--- src/rtl/ewma_pkg.sv ---
package ewma_pkg;
  // Weight code width: the weight of a new sample is code / 2**ALPHA_W.
  localparam int unsigned ALPHA_W = 3;
  localparam int unsigned SHIFT_W = $clog2(ALPHA_W + 1);

  // Reduced shift/multiply form of one weight code.
  typedef struct packed {
    logic               bypass;  // code 0: take the sample unchanged
    logic [SHIFT_W-1:0] shift;   // common pre-shift of both operands
    logic [ALPHA_W-1:0] m_new;   // multiplier of the shifted sample
    logic [ALPHA_W-1:0] m_old;   // multiplier of the shifted history
  } weight_t;
endpackage

--- src/rtl/ewma_weight_decode.sv ---
module ewma_weight_decode
  import ewma_pkg::*;
(
  input  logic [ALPHA_W-1:0] code_i,
  output weight_t            weight_o
);
  localparam logic [ALPHA_W:0] FULL = {1'b1, {ALPHA_W{1'b0}}};

  logic [SHIFT_W-1:0] tz;
  logic [ALPHA_W:0]   rest;

  // Remove the common power of two from code/FULL and (FULL-code)/FULL,
  // so that each operand is shifted as little as possible.
  always_comb begin
    tz = '0;
    for (int i = ALPHA_W - 1; i >= 0; i--) begin
      if (code_i[i]) tz = SHIFT_W'(i);
    end
    rest            = FULL - {1'b0, code_i};
    weight_o.bypass = (code_i == '0);
    weight_o.shift  = SHIFT_W'(ALPHA_W) - tz;
    weight_o.m_new  = code_i >> tz;
    weight_o.m_old  = ALPHA_W'(rest >> tz);
  end
endmodule

--- src/rtl/ewma_scaled_term.sv ---
module ewma_scaled_term
  import ewma_pkg::*;
#(
  parameter int unsigned DATA_W = 32
) (
  input  logic               clk_i,
  input  logic               rst_i,
  input  logic [DATA_W-1:0]  val_i,
  input  logic [SHIFT_W-1:0] shift_i,
  input  logic [ALPHA_W-1:0] mult_i,
  output logic [DATA_W-1:0]  prod_o
);
  localparam int unsigned PW = DATA_W + ALPHA_W;

  logic [DATA_W-1:0] pre;
  logic [PW-1:0]     ext;
  logic [PW-1:0]     part [ALPHA_W];
  logic [PW-1:0]     acc;

  // Shift first, then multiply: the order fixes the truncation.
  assign pre = val_i >> shift_i;
  assign ext = {{ALPHA_W{1'b0}}, pre};

  for (genvar g = 0; g < ALPHA_W; g++) begin : g_part
    assign part[g] = mult_i[g] ? (ext << g) : '0;
  end

  always_comb begin
    acc = '0;
    for (int i = 0; i < ALPHA_W; i++) acc = acc + part[i];
  end

  assign prod_o = acc[DATA_W-1:0];


  no_overflow_chk: assert property (@(posedge clk_i) disable iff (rst_i)
    acc[PW-1:DATA_W] == '0)
    else $error("scaled term exceeds DATA_W bits");
endmodule

--- src/rtl/ewma_rate_smoother.sv ---
module ewma_rate_smoother
  import ewma_pkg::*;
#(
  parameter int unsigned DATA_W = 32
) (
  input  logic               clk_i,
  input  logic               rst_i,
  input  logic               in_valid_i,
  input  logic [DATA_W-1:0]  sample_i,
  input  logic [ALPHA_W-1:0] alpha_i,
  output logic               out_valid_o,
  output logic [DATA_W-1:0]  estimate_o
);
  weight_t           w;
  logic [DATA_W-1:0] p_new, p_old;
  logic [DATA_W:0]   sum;
  logic [DATA_W-1:0] est_next;
  logic [DATA_W-1:0] est_q;
  logic              vld_q;

  ewma_weight_decode u_dec (
    .code_i   (alpha_i),
    .weight_o (w)
  );

  ewma_scaled_term #(.DATA_W(DATA_W)) u_new (
    .clk_i   (clk_i),
    .rst_i   (rst_i),
    .val_i   (sample_i),
    .shift_i (w.shift),
    .mult_i  (w.m_new),
    .prod_o  (p_new)
  );

  ewma_scaled_term #(.DATA_W(DATA_W)) u_old (
    .clk_i   (clk_i),
    .rst_i   (rst_i),
    .val_i   (est_q),
    .shift_i (w.shift),
    .mult_i  (w.m_old),
    .prod_o  (p_old)
  );

  assign sum      = {1'b0, p_new} + {1'b0, p_old};
  assign est_next = w.bypass ? sample_i : sum[DATA_W-1:0];

  always_ff @(posedge clk_i) begin
    if (rst_i) begin
      est_q <= '0;
      vld_q <= 1'b0;
    end else begin
      vld_q <= in_valid_i;
      if (in_valid_i) est_q <= est_next;
    end
  end

  assign estimate_o  = est_q;
  assign out_valid_o = vld_q;


  reset_state_chk: assert property (@(posedge clk_i)
    rst_i |=> (!out_valid_o && estimate_o == '0))
    else $error("state not cleared by reset");


  valid_follow_chk: assert property (@(posedge clk_i) disable iff (rst_i)
    in_valid_i |=> out_valid_o)
    else $error("missing output strobe");


  valid_quiet_chk: assert property (@(posedge clk_i) disable iff (rst_i)
    !in_valid_i |=> !out_valid_o)
    else $error("spurious output strobe");


  bypass_chk: assert property (@(posedge clk_i) disable iff (rst_i)
    (in_valid_i && alpha_i == '0) |=> estimate_o == $past(sample_i))
    else $error("code 0 did not pass the sample through");


  weights_sum_chk: assert property (@(posedge clk_i) disable iff (rst_i)
    (in_valid_i && !w.bypass) |->
      ((ALPHA_W+1)'(w.m_new) + (ALPHA_W+1)'(w.m_old)) == ((ALPHA_W+1)'(1) << w.shift))
    else $error("decoded weights do not sum to one");


  hold_chk: assert property (@(posedge clk_i) disable iff (rst_i)
    !in_valid_i |=> $stable(estimate_o))
    else $error("estimate moved without a sample");


  bound_chk: assert property (@(posedge clk_i) disable iff (rst_i)
    in_valid_i |=> (estimate_o <= $past(sample_i) || estimate_o <= $past(est_q)))
    else $error("estimate above both operands");


  sum_width_chk: assert property (@(posedge clk_i) disable iff (rst_i)
    in_valid_i |-> !sum[DATA_W])
    else $error("final sum overflowed");
endmodule

--- config.mk ---
export PLATFORM = sky130hd
export DESIGN_NAME = ewma_rate_smoother
export DESIGN_NICKNAME = d
export VERILOG_FILES = /design/src/rtl/ewma_pkg.sv /design/src/rtl/ewma_weight_decode.sv /design/src/rtl/ewma_scaled_term.sv /design/src/rtl/ewma_rate_smoother.sv
export SDC_FILE = /design/constraint.sdc
export NUM_CORES = 1
export LEC_CHECK = 0
export BUFFER_PORTS_ARGS = -buffer_cell sky130_fd_sc_hd__buf_2
export CAP_MARGIN = 20
export CORE_MARGIN = 3
export CORE_UTILIZATION = 65
export CTS_BUF_LIST = sky130_fd_sc_hd__clkbuf_4
export DETAILED_ROUTE_END_ITERATION = 10
export PLACE_DENSITY = 0.9
export SLEW_MARGIN = 10
export SYNTH_ARGS = -nofsm -noshare
export SYNTH_HDL_FRONTEND = slang
export SYNTH_HIERARCHICAL = 1
export SYNTH_SLANG_ARGS = --single-unit
--- constraint.sdc ---
create_clock -name clk_i -period 17.34 [get_ports clk_i]
set_clock_uncertainty 0.15 [all_clocks]
set_input_delay 2.601 -clock clk_i [delete_from_list [all_inputs] [get_ports clk_i]]
set_output_delay 2.601 -clock clk_i [all_outputs]
set_load 0.02 [all_outputs]
-- Word-level counts from Yosys, hierarchy flattened
Index checks and enable logic that the tools add are counted.
- $add $sub $neg: 7
- shifts and indexed selects: 4
- reduce and logical (&&, ||, !) cells: 1
- multiplexer cells: 10
- operators with widths (operator ; count):
    $mux 32 ; 7
    $add 32x32->32 ; 5
    $shr 32x2->32 ; 2
    $mux 2 ; 3
    $shr 4x2->3 ; 1
    $sub 4x3->4 const A ; 1
    $logic_not 3->1 ; 1
    $shr 3x2->3 ; 1
    $sub 2x2->2 const A ; 1
- register bits after elaboration: 33
- word-level logic and storage cells: 24
- bits of input ports: 38
- output and inout bits: 33

-- Logic depth before layout (Yosys ltp)
Gate-level depths: netlist of run 1.
- depth in word-level cells: 10
- depth in mapped cells: 28
- mapped depth without buffers: 26

-- Cells and area by module
Netlist of run 1, hierarchy kept.
- by module, submodules not included (module ; cells an instance ; instances ; area each (um^2) ; seq. area each (um^2)):
    ewma_scaled_term at u_new ; 497 ; 1 ; 3729.8 ; 0.0
    ewma_scaled_term at u_old ; 454 ; 1 ; 3454.6 ; 0.0
    ewma_rate_smoother ; 413 ; 1 ; 3123.0 ; 660.6
    ewma_weight_decode ; 14 ; 1 ; 81.3 ; 0.0

-- Least setup slack after synthesis of run 1
OpenSTA, ideal clock, no wires.
- kind: input-to-reg
- start: input alpha_i[0]
- end: register est_q[30] (netlist: estimate_o[30])
- arrival: 7694 ps
- path slack: 9362 ps
- buffers on the path: 3
- stages: 25
- required time: 17056 ps
- library setup time: 134 ps
- cell sequence: nand2b_1 buf_2 buf_1 mux4_2 nand2_1 fa_1 inv_1 ha_1 inv_1 fa_1 inv_1 a21o_1 a221o_1 a41oi_2 o21ai_1 a31oi_1 xnor2_1 ha_1 clkbuf_1 nand3_1 o41ai_2 o221ai_2 o211ai_1 o31a_1 o22ai_1
- longest elaborated chain between the ends: 8
- elaborated cells on any way between the ends: 20
- those cells by class: 7 x add/sub; 4 x shift; 8 x mux; 1 x reduce/logical
- RTL lines (item ; line ; text):
    start: declaration ; ewma_rate_smoother.sv:10 ; input logic [ALPHA_W-1:0] alpha_i,
    $mux 2 ; ewma_weight_decode.sv:17 ; if (code_i[i]) tz = SHIFT_W'(i);
    $sub 2x2->2 ; ewma_weight_decode.sv:21 ; weight_o.shift = SHIFT_W'(ALPHA_W) - tz;
    $shr 32x2->32 ; ewma_scaled_term.sv:21 ; assign pre = val_i >> shift_i;
    $mux 32 ; ewma_scaled_term.sv:25 ; assign part[g] = mult_i[g] ? (ext << g) : '0;
    $add 32x32->32 ; ewma_scaled_term.sv:30 ; for (int i = 0; i < ALPHA_W; i++) acc = acc + part[i];
    $add 32x32->32 * ; ewma_scaled_term.sv:30 ;
    via p_old[18] ; ewma_rate_smoother.sv:15 ; logic [DATA_W-1:0] p_new, p_old;
    $add 32x32->32 * ; ewma_rate_smoother.sv:44 ; assign sum = {1'b0, p_new} + {1'b0, p_old};
    $mux 32 * ; ewma_rate_smoother.sv:45 ; assign est_next = w.bypass ? sample_i : sum[DATA_W-1:0];
    end signal: assignment ; ewma_rate_smoother.sv:53 ; if (in_valid_i) est_q <= est_next;
    end: declaration ; ewma_rate_smoother.sv:18 ; logic [DATA_W-1:0] est_q;
Mark *: on every way through the listed nets, which the timed path passes. The rest lies on a longest branch.
A chain may end at the register's enable or synchronous reset.

==> results.json, run 1 <==
{
  "status": "complete, no violations",
  "synth_area_leaders": "fa_1 12%, mux4_2 11%, ha_1 11%",
  "placedCellCount": 1582,
  "ant_nets": 0,
  "use_met2": 0.547,
  "tns_ps": 0,
  "rows": 45,
  "setup_viol": 0,
  "area_growth_pct": 4.01,
  "grt_pass1_wl_mm": 46.4,
  "initial_utilization": 0.673,
  "ff2ff_setup_slack_ps": 11770,
  "syn_avg_cell_area_sq_um": 7.54,
  "grt_use_met3": 0.0373,
  "totalWireLength_mm": 27.9,
  "powerDensity_nw_per_um2": 173,
  "gr-usage-met1": 0.401,
  "ys.warnings.count": 6,
  "core-area_sq_um": 15400,
  "top_usage_layer": "met2",
  "slowest_delay_ps": 650,
  "gp_congestion": 0.988,
  "worst_pin_slew_ps": 1080,
  "numPortBuffers": 70,
  "synth-seq-cells": 33,
  "drive_gt1_frac": 0.125,
  "grt_pass1_vias": 9627,
  "netlist_area_sq_um": 10400,
  "drc_errors": 0,
  "track_usage": 0.313,
  "period_needed_ps": 8690,
  "clk_pin_slew_ps": 110,
  "p_total_mw": 1.87,
  "critical-path-slowest-cell": "buf_4",
  "cts-root-buf": "clkbuf_4",
  "globalRouteOverflowTotal": 0,
  "drt_iter0_markers": 891,
  "end_kind": "register",
  "crit_type": "in -> reg",
  "nets": 1570,
  "hp-class": "reg -> reg",
  "critPathLaunchType": "input port",
  "postCtsSetupBuffers": 0,
  "fp.dieArea_sq_um": 17500,
  "grt_max_degree": 69,
  "final_common_cell": "nand2_1",
  "io_pins": 71,
  "pre_cts_slack_ps": 8310,
  "ys_seq_area_frac": 0.0636,
  "cp_max_fo": 68,
  "dpl.hpwl_mm": 22.5,
  "synth_cells": 1378,
  "cp_num_buf_inv": 4,
  "avgViaCountPerCell": 6.42,
  "utilization": 0.700,
  "synthDistinctLibCells": 80,
  "numCtsBuffers": 5,
  "clockBufferDepth": 2,
  "relSlewSlack": 0.280,
  "drt_first_pass_iters": 6,
  "path_common_cell": "nand2_2",
  "final_cell_mix": "253 x nand2_1, 147 x inv_1, 106 x a21oi_1",
  "synth_top_area_share": 0.118,
  "rsz0062_at_grt": "no",
  "synth-main-ff-cell": "dfxtp_1",
  "postLayoutCellArea_sq_um": 10800,
  "slew_viol_final": 0,
  "ctsHtreeMaxLevel": 2,
  "post_cts_resized": 0,
  "synth_nets": 1569,
  "setup_ws_ps": 8650,
  "clock-sinks": 33,
  "cp.required_ps": 17410,
  "whs_ps": 386,
  "synth_top_area_cell": "fa_1",
  "num_vias": 10200,
  "cp.arrival_ps": 8770,
  "maxCapViolCount": 0,
  "wire_per_inst_um": 17.5,
  "antenna_found_initial": 1,
  "max_freq_mhz": 115,
  "dieHeight_um": 132,
  "power_leakage_nw": 5.11,
  "synth-edff-count": 0,
  "cp_top_family": "compound AO/OA/AOI/OAI gates",
  "place_area_sq_um": 10700,
  "ctsHoldBuffers": 0,
  "timing.final.crit_share": 0.501,
  "dieWidth_um": 132,
  "insertion_delay_ps": 350,
  "layout.cells.non_filler": 1592,
  "async_reset_ff_frac": 0,
  "peakVddDrop_mv": 0.102,
  "cts_tree": "done",
  "hold_viol": 0
}
==> cell families (layout without fill, tap and decap cells) <==
family	Yosys count	after routing	share of synthesized area
multiplexers	69	69	0.129
other	0	1	0
adder cells (fa/ha/maj)	153	153	0.228
XOR/XNOR	84	84	0.0708
flip-flops	33	33	0.0636
buffers and inverters	230	232	0.0873
AO/OA/AOI/OAI	349	349	0.227
AND/OR/NAND/NOR	460	460	0.194
==> area by class of cell <==
class | count | area [sq um]
inverter | 147 | 552
multi-input combinational | 1115 | 8840
sequential | 33 | 661
clock inverter | 2 | 33.8
clock buffer | 6 | 45.0
antenna | 1 | 2.50
tap | 211 | 264
timing repair buffer | 77 | 410
fill | 1306 | 4620
==> routing by layer <==
metal	vias to the layer above	part of all wire
met2	425	0.49
li1	4830	-
met4	0	0.039
met5	-	0
met3	74	0.060
met1	4896	0.41
==> state kept, by name, indices dropped and copies added (netlist names) <==
name,count
estimate_o,32
out_valid_o,1
==> worst register-to-register path: cells and delay by family, from the launching register on <==
kind / cells / cell delay [ps]
compound gates: 10 / 2250
xor+xnor: 1 / 150
fa+ha+maj: 4 / 1520
buf+inv: 3 / 210
flops: 1 / 380
mux: 1 / 520
simple gates: 2 / 280
==> final timing paths <==
path	cells past startpoint	end	from
worst max-delay path	26	estimate_o[30]$_SDFFE_PP0P_	alpha_i[1]
worst min-delay path	2	estimate_o[0]$_SDFFE_PP0P_	estimate_o[0]$_SDFFE_PP0P_
worst max register to register	21	estimate_o[30]$_SDFFE_PP0P_	estimate_o[5]$_SDFFE_PP0P_
worst min register to register	2	estimate_o[0]$_SDFFE_PP0P_	estimate_o[0]$_SDFFE_PP0P_
==> cell usage after synthesis (5+ instances only) <==
| cell type | count |
|---|---|
| a211o_1 | 5 |
| a211oi_1 | 23 |
| a21boi_0 | 6 |
| a21o_1 | 24 |
| a21oi_1 | 106 |
| a21oi_2 | 5 |
| a31oi_1 | 12 |
| and2_1 | 12 |
| and3_1 | 11 |
| buf_1 | 6 |
| buf_2 | 17 |
| clkbuf_1 | 55 |
| dfxtp_1 | 33 |
| fa_1 | 61 |
| ha_1 | 92 |
| inv_1 | 147 |
| mux2i_1 | 16 |
| mux4_2 | 52 |
| nand2_1 | 254 |
| nand2b_1 | 6 |
| nand3_1 | 24 |
| nand4_1 | 16 |
| nor2_1 | 90 |
| nor2b_1 | 9 |
| nor3_1 | 16 |
| o211ai_1 | 18 |
| o21a_1 | 13 |
| o21ai_0 | 52 |
| o21ai_1 | 10 |
| o21bai_1 | 14 |
| o22ai_1 | 12 |
| xnor2_1 | 53 |
| xor2_1 | 31 |
==> where the power goes <==
part	internal (mW)	leakage [nW]	total (mW)	switching, mW
Sequential	0.108	0.274	0.164	0.0560
Combinational	0.661	4.79	1.64	0.982
Clock	0.0316	0.0433	0.0588	0.0272
Total	0.800	5.11	1.87	1.06
(Power assumes the default switching activity.)
==> run 2: changes to the inputs <==
==> constraint.sdc (replaced) <==
create_clock -name clk_i -period 8 [get_ports clk_i]
set_clock_uncertainty 0.15 [all_clocks]
set_input_delay 1.2 -clock clk_i [delete_from_list [all_inputs] [get_ports clk_i]]
set_output_delay 1.2 -clock clk_i [all_outputs]
set_load 0.02 [all_outputs]
==> run 2 against run 1 <==
Critical path depth decreased by 1. Die area unchanged. Sequential share of layout area hardly changed. Sequential power grew 120%. Routed wire length up 0.50%. Cell count grew 0.19%. Power up 120%. Via count is essentially flat. Global-route usage is 0.18 points lower. Largest power group unchanged.
==> results.json, run 2 (same netlist as run 1, synthesis figures left out) <==
{
  "insertion_delay_ps": 360,
  "gr-usage-met1": 0.388,
  "totalWireLength_mm": 28.0,
  "dpl.hpwl_mm": 22.8,
  "tns_ps": 0,
  "grt_max_degree": 55,
  "place_area_sq_um": 10700,
  "numPortBuffers": 70,
  "clockBufferDepth": 2,
  "area_growth_pct": 4.05,
  "num_vias": 10200,
  "wire_per_inst_um": 17.6,
  "ctsHtreeMaxLevel": 2,
  "drc_errors": 0,
  "max_freq_mhz": 139,
  "final_cell_mix": "253 x nand2_1, 147 x inv_1, 106 x a21oi_1",
  "grt_pass1_vias": 9649,
  "track_usage": 0.311,
  "postLayoutCellArea_sq_um": 10800,
  "crit_type": "in -> reg",
  "relSlewSlack": 0.462,
  "slowest_delay_ps": 680,
  "rows": 45,
  "regArea_sq_um": 661,
  "slew_viol_final": 0,
  "cp.arrival_ps": 7270,
  "timing.final.crit_share": 0.900,
  "cp_max_fo": 30,
  "reg2reg_depth": 22,
  "crit_start": "alpha_i[1]",
  "gp_congestion": 1.03,
  "ant_nets": 0,
  "cts_tree": "done",
  "cp.required_ps": 8080,
  "grt_use_met3": 0.0354,
  "postCtsSetupBuffers": 0,
  "dieWidth_um": 132,
  "nets": 1573,
  "hold_viol": 0,
  "peakVddDrop_mv": 0.227,
  "critPathLaunchType": "input port",
  "cts-root-buf": "clkbuf_4",
  "use_met2": 0.535,
  "globalRouteOverflowTotal": 0,
  "path_common_cell": "nand2_2",
  "period_needed_ps": 7200,
  "grt_pass1_wl_mm": 46.0,
  "power_leakage_nw": 5.12,
  "hp-class": "reg -> reg",
  "top_usage_layer": "met2",
  "regMostFlops": "estimate_o",
  "avgViaCountPerCell": 6.42,
  "powerDensity_nw_per_um2": 371,
  "initial_utilization": 0.673,
  "ctsHoldBuffers": 0,
  "rsz0062_at_grt": "no",
  "reg2reg_to": "estimate_o[31]$_SDFFE_PP0P_",
  "clk_pin_slew_ps": 120,
  "numCtsBuffers": 5,
  "setup_ws_ps": 803,
  "critPathCapture": "estimate_o[30]$_SDFFE_PP0P_",
  "r2r-start": "estimate_o[4]$_SDFFE_PP0P_",
  "critical-path-slowest-cell": "mux4_2",
  "antenna_found_initial": 1,
  "ff2ff_setup_slack_ps": 2380,
  "dieHeight_um": 132,
  "fp.dieArea_sq_um": 17500,
  "p_total_mw": 4.01,
  "drive_gt1_frac": 0.128,
  "clock-sinks": 33,
  "nFillCells": 1298,
  "drt_first_pass_iters": 6,
  "status": "complete, no violations",
  "largest_reg_flops": 32,
  "end_kind": "register",
  "core-area_sq_um": 15400,
  "setup_viol": 0,
  "drt_iter0_markers": 888,
  "io_pins": 71,
  "maxCapViolCount": 0,
  "multi_input_area_sq_um": 8840,
  "post_cts_resized": 0,
  "pre_cts_slack_ps": 528,
  "worst_pin_slew_ps": 805,
  "final_common_cell": "nand2_1"
}
## run 2: changes by cell type in the layout (fill, tap and decap cells not counted), sizes merged
cell	change
buf	+3
bufinv	-1
clkinv	+1
## run 2: area by class of cell
type,count,share of cell area
Multi-Input combinational cell,1115,0.818
Sequential cell,33,0.0611
Inverter,147,0.0510
Timing Repair Buffer,80,0.0405
Tap cell,211,0.0244
Clock buffer,6,0.00417
Clock inverter,2,0.000926
Antenna cell,1,0.000232
## run 2: worst min path at each step
stage                               start                    endpoint  slack [ps]  depth (start not counted)
3_3_place_gp   estimate_o[0]$_SDFFE_PP0P_  estimate_o[0]$_SDFFE_PP0P_         340                          2
2_1_floorplan  estimate_o[0]$_SDFFE_PP0P_  estimate_o[0]$_SDFFE_PP0P_         420                          2
4_1_cts        estimate_o[0]$_SDFFE_PP0P_  estimate_o[0]$_SDFFE_PP0P_         370                          2
6_report       estimate_o[0]$_SDFFE_PP0P_  estimate_o[0]$_SDFFE_PP0P_         370                          2
5_1_grt        estimate_o[0]$_SDFFE_PP0P_  estimate_o[0]$_SDFFE_PP0P_         410                          2
3_5_place_dp   estimate_o[0]$_SDFFE_PP0P_  estimate_o[0]$_SDFFE_PP0P_         360                          2
## run 2: per-layer routing
layer	wire, um	part of all wire
met2	13400	0.48
met3	1860	0.066
met4	1580	0.057
met5	0	0
met1	11200	0.40
## run 2: through the flow
stage	util	hold slack [ps]	instances
final	0.701	369	1595
after global routing	0.701	407	1595
after CTS	0.699	372	1593
after detailed placement	0.696	358	1585
after global placement	0.696	342	1585
after floorplan	-	416	1378
## run 2: worst max-delay path: cells and delay by family
family	cells	cell delay [ps]
AOI/OAI and AO/OA	10	2150
adders and majority gates	4	1430
and+or+nand+nor	6	1360
muxes	1	680
buffers and inverters	3	280
xor gates and xnor gates	1	140
## run 2: power breakdown
group          leakage (nW)  switching [mW]  internal (mW)
logic                  4.81            2.13           1.43
clock network        0.0354          0.0625         0.0369
registers             0.274           0.120          0.233
